--- src/rtl/vlane_pkg.sv ---
package vlane_pkg;

    localparam int unsigned BLK_W    = 66;
    localparam logic [1:0]  HDR_CTRL = 2'b10;
    localparam logic [7:0]  MARK_TAG = 8'h5A;

    // Alignment block for one lane: control header, tag byte, index, ~index
    function automatic logic [BLK_W-1:0] marker_blk(input int unsigned idx);
        logic [BLK_W-1:0] m;
        logic [7:0]       id8;
        id8      = idx[7:0];
        m        = '0;
        m[1:0]   = HDR_CTRL;
        m[9:2]   = MARK_TAG;
        m[17:10] = id8;
        m[25:18] = ~id8;
        return m;
    endfunction

endpackage

--- src/rtl/vlane_marker_gen.sv ---
module vlane_marker_gen
    import vlane_pkg::*;
#(
    parameter int unsigned NUM_LANES = 4
) (
    output logic [NUM_LANES*BLK_W-1:0] markers
);

    for (genvar g = 0; g < NUM_LANES; g++) begin : g_lane
        assign markers[g*BLK_W +: BLK_W] = marker_blk(g);
    end

endmodule

--- src/rtl/vlane_period_timer.sv ---
module vlane_period_timer #(
    parameter int unsigned MARK_PERIOD = 16384
) (
    input  logic clk,
    input  logic rst_n,
    input  logic round_done,
    input  logic marker_sent,
    output logic mark_pend
);

    localparam int unsigned CNT_W = (MARK_PERIOD > 2) ? $clog2(MARK_PERIOD) : 1;
    localparam logic [CNT_W-1:0] LAST_CNT = CNT_W'(MARK_PERIOD - 2);

    typedef struct packed {
        logic [CNT_W-1:0] cnt;
        logic             pend;
    } tmr_t;

    tmr_t st_d, st_q;

    always_comb begin
        st_d = st_q;
        if (marker_sent) begin
            st_d.pend = 1'b0;
            st_d.cnt  = '0;
        end else if (round_done) begin
            if (st_q.cnt == LAST_CNT) begin
                st_d.pend = 1'b1;
                st_d.cnt  = '0;
            end else begin
                st_d.cnt = st_q.cnt + 1'b1;
            end
        end
    end

    always_ff @(posedge clk) begin
        if (!rst_n) begin
            st_q.cnt  <= '0;
            st_q.pend <= 1'b1;
        end else begin
            st_q <= st_d;
        end
    end

    assign mark_pend = st_q.pend;

    AST_CNT_BOUND: assert property (@(posedge clk) disable iff (!rst_n)
        st_q.cnt <= LAST_CNT);
    AST_NO_ROUND_WHILE_PEND: assert property (@(posedge clk) disable iff (!rst_n)
        st_q.pend |-> !round_done);
    AST_PEND_CLEARS: assert property (@(posedge clk) disable iff (!rst_n)
        (st_q.pend && marker_sent) |=> !st_q.pend);

endmodule

--- src/rtl/vlane_rr_dealer.sv ---
module vlane_rr_dealer
    import vlane_pkg::*;
#(
    parameter int unsigned NUM_LANES = 4
) (
    input  logic                         clk,
    input  logic                         rst_n,
    input  logic                         accept,
    input  logic [BLK_W-1:0]             blk_in,
    output logic                         round_done,
    output logic [NUM_LANES*BLK_W-1:0]   row_out
);

    localparam int unsigned PTR_W = $clog2(NUM_LANES);
    localparam logic [PTR_W-1:0] LAST = PTR_W'(NUM_LANES - 1);

    typedef struct packed {
        logic [PTR_W-1:0]                ptr;
        logic [NUM_LANES-1:0][BLK_W-1:0] hold;
    } deal_t;

    deal_t st_d, st_q;

    always_comb begin
        st_d = st_q;
        if (accept) begin
            st_d.hold[st_q.ptr] = blk_in;
            st_d.ptr = (st_q.ptr == LAST) ? '0 : st_q.ptr + 1'b1;
        end
    end

    always_ff @(posedge clk) begin
        if (!rst_n) begin
            st_q.ptr  <= '0;
            st_q.hold <= '0;
        end else begin
            st_q <= st_d;
        end
    end

    assign round_done = accept && (st_q.ptr == LAST);

    // Lanes below the last come from the hold slots, the last lane from the input
    for (genvar g = 0; g < NUM_LANES; g++) begin : g_row
        if (g == NUM_LANES - 1) begin : g_tail
            assign row_out[g*BLK_W +: BLK_W] = blk_in;
        end else begin : g_held
            assign row_out[g*BLK_W +: BLK_W] = st_q.hold[g];
        end
    end

    AST_PTR_STEP: assert property (@(posedge clk) disable iff (!rst_n)
        accept |=> st_q.ptr == (($past(st_q.ptr) == LAST) ? '0 : PTR_W'($past(st_q.ptr) + 1'b1)));
    AST_PTR_HOLD: assert property (@(posedge clk) disable iff (!rst_n)
        !accept |=> $stable(st_q.ptr));

endmodule

--- src/rtl/vlane_distributor.sv ---
module vlane_distributor
    import vlane_pkg::*;
#(
    parameter int unsigned NUM_LANES   = 4,
    parameter int unsigned MARK_PERIOD = 16384
) (
    input  logic                        clk,
    input  logic                        rst_n,
    input  logic [65:0]                 in_blk,
    input  logic                        in_valid,
    output logic                        in_ready,
    output logic [NUM_LANES*66-1:0]     lane_blk,
    output logic                        lane_valid
);

    localparam int unsigned LANES_W = NUM_LANES * BLK_W;

    typedef struct packed {
        logic [LANES_W-1:0] lanes;
        logic               valid;
        logic               mark;
    } out_t;

    out_t st_d, st_q;

    logic               mark_pend;
    logic               accept;
    logic               round_done;
    logic [LANES_W-1:0] row;
    logic [LANES_W-1:0] markers;

    assign in_ready = !mark_pend;
    assign accept   = in_valid && in_ready;

    vlane_rr_dealer #(.NUM_LANES(NUM_LANES)) u_dealer (
        .clk        (clk),
        .rst_n      (rst_n),
        .accept     (accept),
        .blk_in     (in_blk),
        .round_done (round_done),
        .row_out    (row)
    );

    vlane_period_timer #(.MARK_PERIOD(MARK_PERIOD)) u_timer (
        .clk         (clk),
        .rst_n       (rst_n),
        .round_done  (round_done),
        .marker_sent (mark_pend),
        .mark_pend   (mark_pend)
    );

    vlane_marker_gen #(.NUM_LANES(NUM_LANES)) u_mgen (
        .markers (markers)
    );

    always_comb begin
        st_d       = st_q;
        st_d.valid = 1'b0;
        st_d.mark  = 1'b0;
        if (mark_pend) begin
            st_d.lanes = markers;
            st_d.valid = 1'b1;
            st_d.mark  = 1'b1;
        end else if (round_done) begin
            st_d.lanes = row;
            st_d.valid = 1'b1;
        end
    end

    always_ff @(posedge clk) begin
        if (!rst_n) begin
            st_q.lanes <= '0;
            st_q.valid <= 1'b0;
            st_q.mark  <= 1'b0;
        end else begin
            st_q <= st_d;
        end
    end

    assign lane_blk   = st_q.lanes;
    assign lane_valid = st_q.valid;

    AST_MARK_STALLED: assert property (@(posedge clk) disable iff (!rst_n)
        st_q.mark |-> $past(!in_ready));
    AST_FULL_ROUND_OUT: assert property (@(posedge clk) disable iff (!rst_n)
        round_done |=> (lane_valid && !st_q.mark));
    AST_ACCEPT_NO_MARK: assert property (@(posedge clk) disable iff (!rst_n)
        accept |=> !st_q.mark);
    AST_MARK_VALID: assert property (@(posedge clk) disable iff (!rst_n)
        st_q.mark |-> lane_valid);

endmodule

--- config.mk ---
export PLATFORM = sky130hd
export DESIGN_NAME = vlane_distributor
export DESIGN_NICKNAME = d
export VERILOG_FILES = /design/src/rtl/vlane_pkg.sv /design/src/rtl/vlane_marker_gen.sv /design/src/rtl/vlane_period_timer.sv /design/src/rtl/vlane_rr_dealer.sv /design/src/rtl/vlane_distributor.sv
export SDC_FILE = /design/constraint.sdc
export NUM_CORES = 1
export LEC_CHECK = 0
export BUFFER_PORTS_ARGS = -buffer_cell sky130_fd_sc_hd__buf_4
export CORE_MARGIN = 2
export CORE_UTILIZATION = 28
export DETAILED_ROUTE_END_ITERATION = 12
export GPL_TIMING_DRIVEN = 0
export HOLD_SLACK_MARGIN = 0.05
export PLACE_DENSITY = 0.49
export SLEW_MARGIN = 10
export SYNTH_ARGS = -nofsm -noshare
export SYNTH_HDL_FRONTEND = slang
export SYNTH_HIERARCHICAL = 1
export SYNTH_SLANG_ARGS = --single-unit
--- constraint.sdc ---
create_clock -name clk -period 2.2 [get_ports clk]
set_clock_uncertainty 0.05 [all_clocks]
set_input_delay 0.33 -clock clk [delete_from_list [all_inputs] [get_ports clk]]
set_output_delay 0.33 -clock clk [all_outputs]
set_load 0.005 [all_outputs]
Yosys cells after proc, flatten, opt, wreduce, memory -nomap -nowiden
Index checks and enable logic that the tools add are counted.
{"block": "word_totals", "register_bits": 546}
{"block": "classes", "addsub": 2, "order_cmp": 2, "eq_ne": 2, "muxes": 10, "bitwise_logic": 1, "reduce_logical": 6}
{"cell": "225-bit two-way mux", "count": 2}
{"cell": "264-bit bitwise mux", "count": 1}
{"cell": "66-bit demux with 2-bit select", "count": 1}
{"cell": "66-bit two-way mux", "count": 1}
{"cell": "14-bit by 1-bit adder with 14-bit output, second input constant", "count": 1}
{"cell": "14-bit == test, second input constant", "count": 1}
{"cell": "14-bit two-way mux", "count": 1}
{"cell": "1-bit logical AND", "count": 3}
{"cell": "2-bit by 3-bit < comparator with 1-bit output, second input constant", "count": 1}
{"cell": "1-bit two-way mux", "count": 3}
{"cell": "2-bit by 1-bit adder with 2-bit output, second input constant", "count": 1}
{"cell": "2-bit == test, second input constant", "count": 1}
{"cell": "2-bit by 1-bit >= comparator with 1-bit output, second input constant", "count": 1}
{"cell": "2-bit two-way mux", "count": 1}
{"cell": "2-bit nonzero test", "count": 1}
{"cell": "2-bit OR reduction", "count": 1}
{"cell": "1-bit logical NOT", "count": 1}
{"cell": "1-bit inverter", "count": 1}

Logic depth before layout (Yosys ltp)
Gate-level depths: netlist of run 1.
{"block": "logic_depth", "depth_word": 5, "ltp_mapped": 10}

By module
The synthesis of run 1 kept the hierarchy.
{"mod": "vlane_distributor", "instances": 1, "cells_each": 1179, "area_each_um2": 13570.5, "seq_area_each_um2": 5305.1}
{"mod": "vlane_rr_dealer", "instances": 1, "cells_each": 993, "area_each_um2": 9430.3, "seq_area_each_um2": 4003.8}
{"mod": "vlane_marker_gen", "instances": 1, "cells_each": 266, "area_each_um2": 1989.4, "seq_area_each_um2": 0.0}
{"mod": "vlane_period_timer", "instances": 1, "cells_each": 77, "area_each_um2": 726.9, "seq_area_each_um2": 300.3}

Worst setup path before layout of run 1
No wires, ideal clock.
{"block": "synth_path", "path_kind": "register -> register", "start": "register u_timer.st_q, in the netlist u_timer/mark_pend", "end": "register u_timer/st_q[14] in the netlist's numbering", "setup_ns": 0.115, "arrival_time_ns": 1.978, "t_required_ns": 2.035, "slack_ns": 0.057, "stages_incl_launch_ff": 11, "period_less_slack_ns": 2.143, "path_cell_list": "dfxtp_1 clkbuf_1 nor2b_1 buf_2 and2_1 buf_4 nand4_1 or4_4 nand3b_4 buf_8 nor2_1"}
{"block": "synth_between", "elab_chain_cells": 3, "elab_cells_between_ends": 4, "cone_classes": "reduce/logical (4)"}
{"item": "from (decl)", "line": "vlane_period_timer.sv:19", "source": "tmr_t st_d, st_q;"}
{"item": "from (signal assigned)", "line": "vlane_period_timer.sv:41", "source": "st_q <= st_d;"}
{"item": "1-bit logical NOT", "line": "vlane_distributor.sv:32", "source": "assign in_ready = !mark_pend;"}
{"item": "1-bit logical AND", "line": "vlane_distributor.sv:33", "source": "assign accept = in_valid && in_ready;"}
{"item": "via accept", "line": "vlane_distributor.sv:27", "source": "logic accept;"}
{"item": "1-bit logical AND", "line": "vlane_rr_dealer.sv:41", "source": "assign round_done = accept && (st_q.ptr == LAST);"}
{"item": "via round_done", "line": "vlane_distributor.sv:28", "source": "logic round_done;"}
The timed path passes the listed nets, and every way through them passes these cells.
A chain may end at the register's enable or synchronous reset.

Worst setup path in the final report of run 1
{"block": "layout_path", "start": "register u_timer.st_q, in the netlist u_timer/mark_pend", "end": "register u_timer/st_q[1] in the netlist's numbering"}
Same word-level chain as after synthesis.

==> impl_metrics.csv, run 1 <==
group,metric,value,unit
clock_network,cts_tree,"built",
floorplanning,dieArea,0.0943,mm²
layout,fin_util,36.5,%
layout,final_cells,4468,
timing,tightest_slew,0.836,ns
clock_network,cts_buffer_depth,3,
global_routing,grt_max_degree,15,
logic_synthesis,synthTopCellsByCount,"buf_4, dfxtp_1, mux2i_1",
clock_network,cts.sinks,480,
logic_synthesis,synth-seq-cells,480,
placed_design,dp.final_hpwl,56700,µm
setup_path,r2r-end,"u_timer/st_q[1]",
floorplanning,rows,111,
setup_path,critPathRequiredTime,2.66,ns
placed_design,numPortBuffers,334,
setup_path,slowest_delay,0.54,ns
drt,dr_total_vias,17500,
layout,nNetsFinal,3314,
setup_path,critPathLaunchType,"register",
worst_hold_path,worstHoldStart,"in_blk[19]",
global_routing,grt_overflow_total,0,
drt,drcViolationCount,0,
clock_network,cts_buffers,59,
layout,nFillCells,9273,
global_routing,antenna_found_initial,5,
logic_synthesis,yosysWarningCount,6,
global_routing,grt_pass1_wl,114000,µm
run,maxCapViolations,0,
logic_synthesis,synthTopCellsByArea,"dfxtp_1, mux2i_1, buf_4, a211oi_2, nor2b_1",
timing,fin_crit,2.15,ns
logic_synthesis,synth_top_area_share,37.4,%
setup_path,ff2ff_setup_slack,0.05,ns
setup_path,reg2reg_from,"u_timer/mark_pend",
timing,setup_tns,0,ns
worst_hold_path,hold_path_class,"in -> reg",
setup_path,worstRegToRegCells,10,
logic_synthesis,synth.distinct_cells,37,
floorplanning,ios,335,
worst_hold_path,holdPathEnd,"u_dealer/row_out[85]",
timing,grt_setup_unrepaired,"yes",
clock_network,cts_max_level,2,
layout,area_delta_synth_final,29.8,%
clock_network,cts_root_buf,"clkbuf_16",
timing,finalCritPeriodShare,97.6,%
setup_path,crit_chain,"clkbuf_16 > nor2b_4 > buf_6 > and2_4 > buf_6 > nand4_1 > or4_4 > nand3b_4 > clkbuf_16 > nor2_1",
drt,wl_per_cell,17.5,µm
drt,drtPass1Iterations,4,
setup_path,arrival,2.61,ns
worst_hold_path,whs_path_depth,3,
pwr,leakage,14.9,nW
logic_synthesis,yosysSeqAreaShare,37.4,%
drt,wirelength,78000,µm
pwr,worst_ir_drop_vdd,0.000455,V
drt,drt_iter0_drc,605,
setup_path,crit_type,"reg -> reg",
logic_synthesis,synth_edf_count,0,
run_status,status,"completed",
global_routing,grt_pass1_vias,17100,
logic_synthesis,avgSynthCellArea,10.2,µm²
setup_path,crit_buf_inv,4,
placed_design,dp_cells,4297,
setup_path,end_kind,"register",
logic_synthesis,syn_area,0.0257,mm²
floorplanning,die_w,307,µm
logic_synthesis,synth_top_area_cell,"dfxtp_1",
setup_path,path_max_fanout,5,
layout,drive_above_1_share,39.3,%
drt,vias_per_cell,3.92,
floorplanning,core,0.0914,mm²
clock_network,insertion_delay,0.61,ns
logic_synthesis,synthCells,2515,
clock_network,path_clk_slew,0.06,ns
floorplanning,start_util,28.1,%
logic_synthesis,ys.flop_type,"dfxtp_1",
timing,max_freq,466,MHz
setup_path,cp_top_family,"simple AND/OR/NAND/NOR gates",
timing,setup_viol,0,
placed_design,gp_congestion,0.758,
timing,maxSlewViolCount,0,
timing,slew_headroom,44.2,%
logic_synthesis,async_flop_share,0,%
pwr,power.density,689,mW/mm²
setup_path,crit_slowest_cell,"or4_4",
drt,drtAntennaViolNets,0,
global_routing,track_usage,16.2,%
timing,hold_violations,0,
logic_synthesis,yosysMostFrequentCell,"buf_4",
floorplanning,die_h,307,µm
[worst max-delay path by stage]
stage | cells past startpoint | startpoint | end | slack, ns
3_3_place_gp | 10 | u_timer/mark_pend | u_timer/st_q[14] | -0.74
4_1_cts | 10 | u_timer/mark_pend | u_timer/st_q[11] | 0.008
6_report | 10 | u_timer/mark_pend | u_timer/st_q[1] | 0.05
5_1_grt | 10 | u_timer/mark_pend | u_timer/st_q[4] | -0.03
2_1_floorplan | 10 | u_timer/mark_pend | u_timer/st_q[14] | 0.06
3_5_place_dp | 10 | u_timer/mark_pend | u_timer/st_q[14] | -0.72
[report_power, final]
group / total [W] / switching, W / internal [W] / leakage (nW)
clock network: 0.00992 / 0.00397 / 0.00595 / 0.948
registers: 0.00953 / 0.000334 / 0.00920 / 3.95
logic: 0.00355 / 0.00169 / 0.00186 / 10.0
[timing repair]
action | CTS | global route
pin swaps | 2 | 5
hold buffers | 58 | 0
gates cloned | 0 | 1
setup buffers | 4 | 3
setup endpoints to repair | 479 | 14
hold endpoints to repair | 170 | 0
gates resized for setup | 13 | 4
[sequential cells by signal (all words and copies together), names as in the netlist]
register and flops:
u_dealer/st_q 2, lane_blk 264, u_timer/st_q 14, u_timer/mark_pend 1
lane_valid 1, u_dealer/row_out 198
[layout by cell type, fill, tap and decap left out, drive strengths merged]
cell type    count
nand2          270
and2             2
nor2b          267
xor2             9
inv              6
diode            2
nand4            9
conb           264
dlygate4sd3     58
nor4             2
clkbuf         134
clkinvlp         3
and3             1
clkinv           9
or3              1
ha               7
nand2b           1
buf            994
dfxtp          480
mux2i          463
o21ai            1
o21a             1
xnor2            3
bufinv           5
or4              1
nor3b            1
and4             2
nand3            3
a21oi            2
a211oi         265
nor2            15
nand3b           1
[final cells by class]
class | count | area [µm²] | share of cell area (%)
diodes | 2 | 5.00 | 0.0150
multi-input cells | 1591 | 11800 | 35.4
plain buffers | 700 | 5330 | 16.0
clock inverters | 17 | 221 | 0.664
repair buffers | 400 | 3180 | 9.52
inverters | 6 | 22.5 | 0.0675
well taps | 1186 | 1480 | 4.45
clock buffers | 86 | 1720 | 5.16
flip-flops and latches | 480 | 9610 | 28.8
[layer usage]
layer  GRT usage (%)  share of wire [%]  vias up
met5               0              0.035        -
met4            3.94                2.2        4
met3            2.23                3.5       99
met2            28.0                 48      262
met1            21.2                 46     7935
li1                -                  -     9212
[per-stage QoR]
step                instance area (µm²)  power (W)  hold WS, ns  setup slack (ns)
global placement                  30700     0.0132        0.395            -0.736
floorplan                         26700     0.0117        0.353            0.0570
finish                            33400     0.0230       0.0885            0.0535
detailed placement                30700     0.0132        0.403            -0.722
global route                      33400     0.0241       0.0710           -0.0293
CTS                               33300     0.0235       0.0509           0.00830
[worst register-to-register path, delay by kind of cell, from the launching register on]
kind / cells / cell delay, ns
flip-flops: 1 / 0.36
AND/OR/NAND/NOR: 6 / 1.12
buffers and inverters: 4 / 0.52
[kinds of logic after synthesis]
logic type	count (synthesis)	synth area share, %
fa+ha+maj	7	0.341
simple gates	576	11.4
other cells	2	0.0292
xor+xnor	12	0.409
mux	463	18.0
flops	480	37.4
compound gates	269	11.8
buf+inv	706	20.7
(Power assumes the default switching activity.)
==> run 2, diff against run 1 <==
--- a/config.mk
+++ b/config.mk
@@ -5,7 +5,9 @@
 export SDC_FILE = /design/constraint.sdc
 export NUM_CORES = 1
 export LEC_CHECK = 0
+export ABC_AREA = 1
 export BUFFER_PORTS_ARGS = -buffer_cell sky130_fd_sc_hd__buf_4
+export CORE_ASPECT_RATIO = 1.75
 export CORE_MARGIN = 2
 export CORE_UTILIZATION = 28
 export DETAILED_ROUTE_END_ITERATION = 12
==> run 2 against run 1 <==
Sequential power rose by 1%. Critical path depth grew 1. Power increased by 5.8%. Final cell count increased by 44%. Via count increased by 38%. Worst hold slack better by 0.19 ns. Flip-flop and latch count stayed put. Cell area increased by 4.7%. Critical path type unchanged. Largest cell class unchanged.
==> impl_metrics.csv, run 2 <==
group,metric,value,unit
run_status,status,"completed",
logic_synthesis,synth_edf_count,0,
placed_design,dp.final_hpwl,66500,µm
layout,largest_reg_flops,264,
logic_synthesis,synthCells,4449,
drt,drcViolationCount,0,
run,maxCapViolations,0,
pwr,power.density,696,mW/mm²
clock_network,cts_buffers,54,
floorplanning,rows,150,
logic_synthesis,async_flop_share,0,%
drt,drt_iter0_drc,887,
floorplanning,start_util,28.3,%
worst_hold_path,whs_path_depth,7,
clock_network,cts.sinks,480,
global_routing,grt_pass1_vias,22700,
setup_path,crit_type,"reg -> reg",
setup_path,crit_buf_inv,6,
setup_path,endpoint,"u_dealer/row_out[182]",
placed_design,numPortBuffers,334,
clock_network,path_clk_slew,0.06,ns
layout,fin_util,36.5,%
setup_path,end_kind,"register",
global_routing,track_usage,18.0,%
logic_synthesis,synth_top_area_cell,"dfxtp_1",
setup_path,setup.worst_path.start,"u_timer/mark_pend",
setup_path,r2r-end,"u_dealer/row_out[182]",
logic_synthesis,synthTopCellsByCount,"nand2_1, nor2_1, buf_4",
setup_path,cp_top_family,"buffers and inverters",
layout,multi_input_area,0.0115,mm²
setup_path,ff2ff_setup_slack,0.15,ns
logic_synthesis,yosysMostFrequentCell,"nand2_1",
drt,drtPass1Iterations,5,
layout,final_common_cell,"nand2_1",
logic_synthesis,synth-seq-cells,480,
logic_synthesis,yosysWarningCount,6,
setup_path,path_max_fanout,10,
setup_path,arrival,2.51,ns
logic_synthesis,synth_top_area_share,35.5,%
setup_path,crit_chain,"buf_6 > buf_6 > nor2_1 > buf_4 > buf_12 > nand2_4 > buf_6 > buf_2 > nand2_1 > nand2_1 > nor2_1",
setup_path,worstRegToRegCells,11,
setup_path,critPathRequiredTime,2.66,ns
floorplanning,ios,335,
layout,regArea,0.00961,mm²
timing,worst_slack,0.149,ns
clock_network,cts_root_buf,"clkbuf_16",
floorplanning,core,0.0957,mm²
pwr,worst_ir_drop_vdd,0.000583,V
timing,tightest_slew,0.912,ns
timing,hold_ws,0.278,ns
setup_path,crit_slowest_cell,"dfxtp_2",
global_routing,grt_max_degree,14,
layout,nNetsFinal,5250,
timing,maxSlewViolCount,0,
layout,area_delta_synth_final,29.1,%
logic_synthesis,yosysSeqAreaShare,35.5,%
logic_synthesis,ys.flop_type,"dfxtp_1",
clock_network,insertion_delay,0.63,ns
setup_path,critPathLaunchType,"register",
global_routing,grt_overflow_total,0,
drt,wl_per_cell,14.0,µm
floorplanning,die_h,415,µm
timing,finalCritPeriodShare,93.2,%
drt,vias_per_cell,3.76,
clock_network,cts_buffer_depth,3,
logic_synthesis,synthTopCellsByArea,"dfxtp_1, nand2_1, buf_4, nor2_1, inv_1",
setup_path,slowest_delay,0.34,ns
layout,nFillCells,10500,
floorplanning,dieArea,0.0992,mm²
layout,layout_common_cells,"nand2_1, nor2_1, buf_4, dfxtp_1, inv_1",
logic_synthesis,synth.distinct_cells,30,
timing,fin_crit,2.05,ns
timing,max_freq,488,MHz
placed_design,pre_cts_ws,-0.459,ns
worst_hold_path,hold_path_class,"in -> reg",
setup_path,path_depth,11,
placed_design,gp_congestion,0.802,
timing,hold_violations,0,
timing,setup_viol,0,
setup_path,reg2reg_from,"u_timer/mark_pend",
timing,grt_setup_unrepaired,"no",
logic_synthesis,syn_area,0.0271,mm²
timing,slew_headroom,39.2,%
clock_network,cts_max_level,2,
clock_network,cts_tree,"built",
drt,dr_total_vias,24200,
global_routing,grt_pass1_wl,135000,µm
layout,drive_above_1_share,22.3,%
setup_path,cpMostUsedCell,"buf_6",
floorplanning,die_w,239,µm
logic_synthesis,avgSynthCellArea,6.08,µm²
pwr,leakage,19.8,nW
drt,drtAntennaViolNets,0,
global_routing,antenna_found_initial,6,
drt,wirelength,90000,µm
==> run 2: cell types whose count changed after synthesis, moves of 76 or more <==
cell | previous run | this run
nor2b_1 | 267 | 0
nor2_1 | 15 | 956
inv_1 | 5 | 478
mux2i_1 | 463 | 0
nand2_1 | 270 | 1753
buf_2 | 62 | 138
a211oi_2 | 205 | 0
==> run 2: cells by family (layout without fill, tap and decap cells) <==
kind of cell	count (synthesis)	after routing	synth area share [%]
compound gates	8	8	0.185
xor+xnor	6	6	0.194
fa+ha+maj	7	7	0.324
buf+inv	1220	1726	25.7
flops	480	480	35.5
other cells	2	266	0.0278
simple gates	2726	2726	38.1
==> run 2: final cells by class <==
cell class | count | area share (%)
Multi-Input combinational cell | 3011 | 32.9
Sequential cell | 480 | 27.5
Buffer | 741 | 15.2
Timing Repair Buffer | 407 | 9.40
Inverter | 479 | 5.14
Clock buffer | 83 | 4.78
Tap cell | 1216 | 4.35
Clock inverter | 16 | 0.698
Antenna cell | 2 | 0.0143
==> run 2: stage by stage <==
stage / total power (W) / instance area (µm²) / cells / setup TNS (ns)
floorplan: 0.0126 / 28000 / 4711 / 0
global placement: 0.0144 / 32100 / 6261 / -89.04
detailed placement: 0.0144 / 32100 / 6261 / -90.63
CTS: 0.0248 / 34900 / 6430 / -0.0634
global route: 0.0257 / 34900 / 6434 / 0
finish: 0.0243 / 34900 / 6435 / 0
==> run 2: tightest hold or removal path, delay by kind of cell <==
kind | cells | cell delay, ns
AND/OR/NAND/NOR | 4 | 0.30
buffers and inverters | 3 | 0.30
==> run 2: repair_timing <==
item	4_1_cts	5_1_grt
endpoints found under the hold margin	207	0
resized for setup	43	12
buffers inserted	2	3
pin swaps	0	1
hold buffers	67	0
gates cloned	1	0
setup endpoints to repair	435	273
==> run 2: worst min-delay path by stage <==
stage | from | endpoint
2_1_floorplan | rst_n | u_timer/mark_pend
3_3_place_gp | u_dealer/row_out[134] | u_dealer/row_out[134]
3_5_place_dp | u_dealer/row_out[83] | u_dealer/row_out[83]
4_1_cts | in_valid | u_dealer/st_q[264]
5_1_grt | in_valid | u_dealer/st_q[264]
6_report | in_valid | u_dealer/st_q[264]
==> run 2: report_power, final <==
part | internal [W] | switching [W]
combinational | 0.00220 | 0.00256
sequential | 0.00929 | 0.000332
clock | 0.00591 | 0.00404
==> run 2: routing by layer <==
metal	GRT usage [%]	part of all wire, %	vias up
met1	20.8	42	10200
li1	-	-	13400
met3	2.80	4.1	117
met2	33.1	50	392
met4	6.36	3.5	0
met5	0	0	-
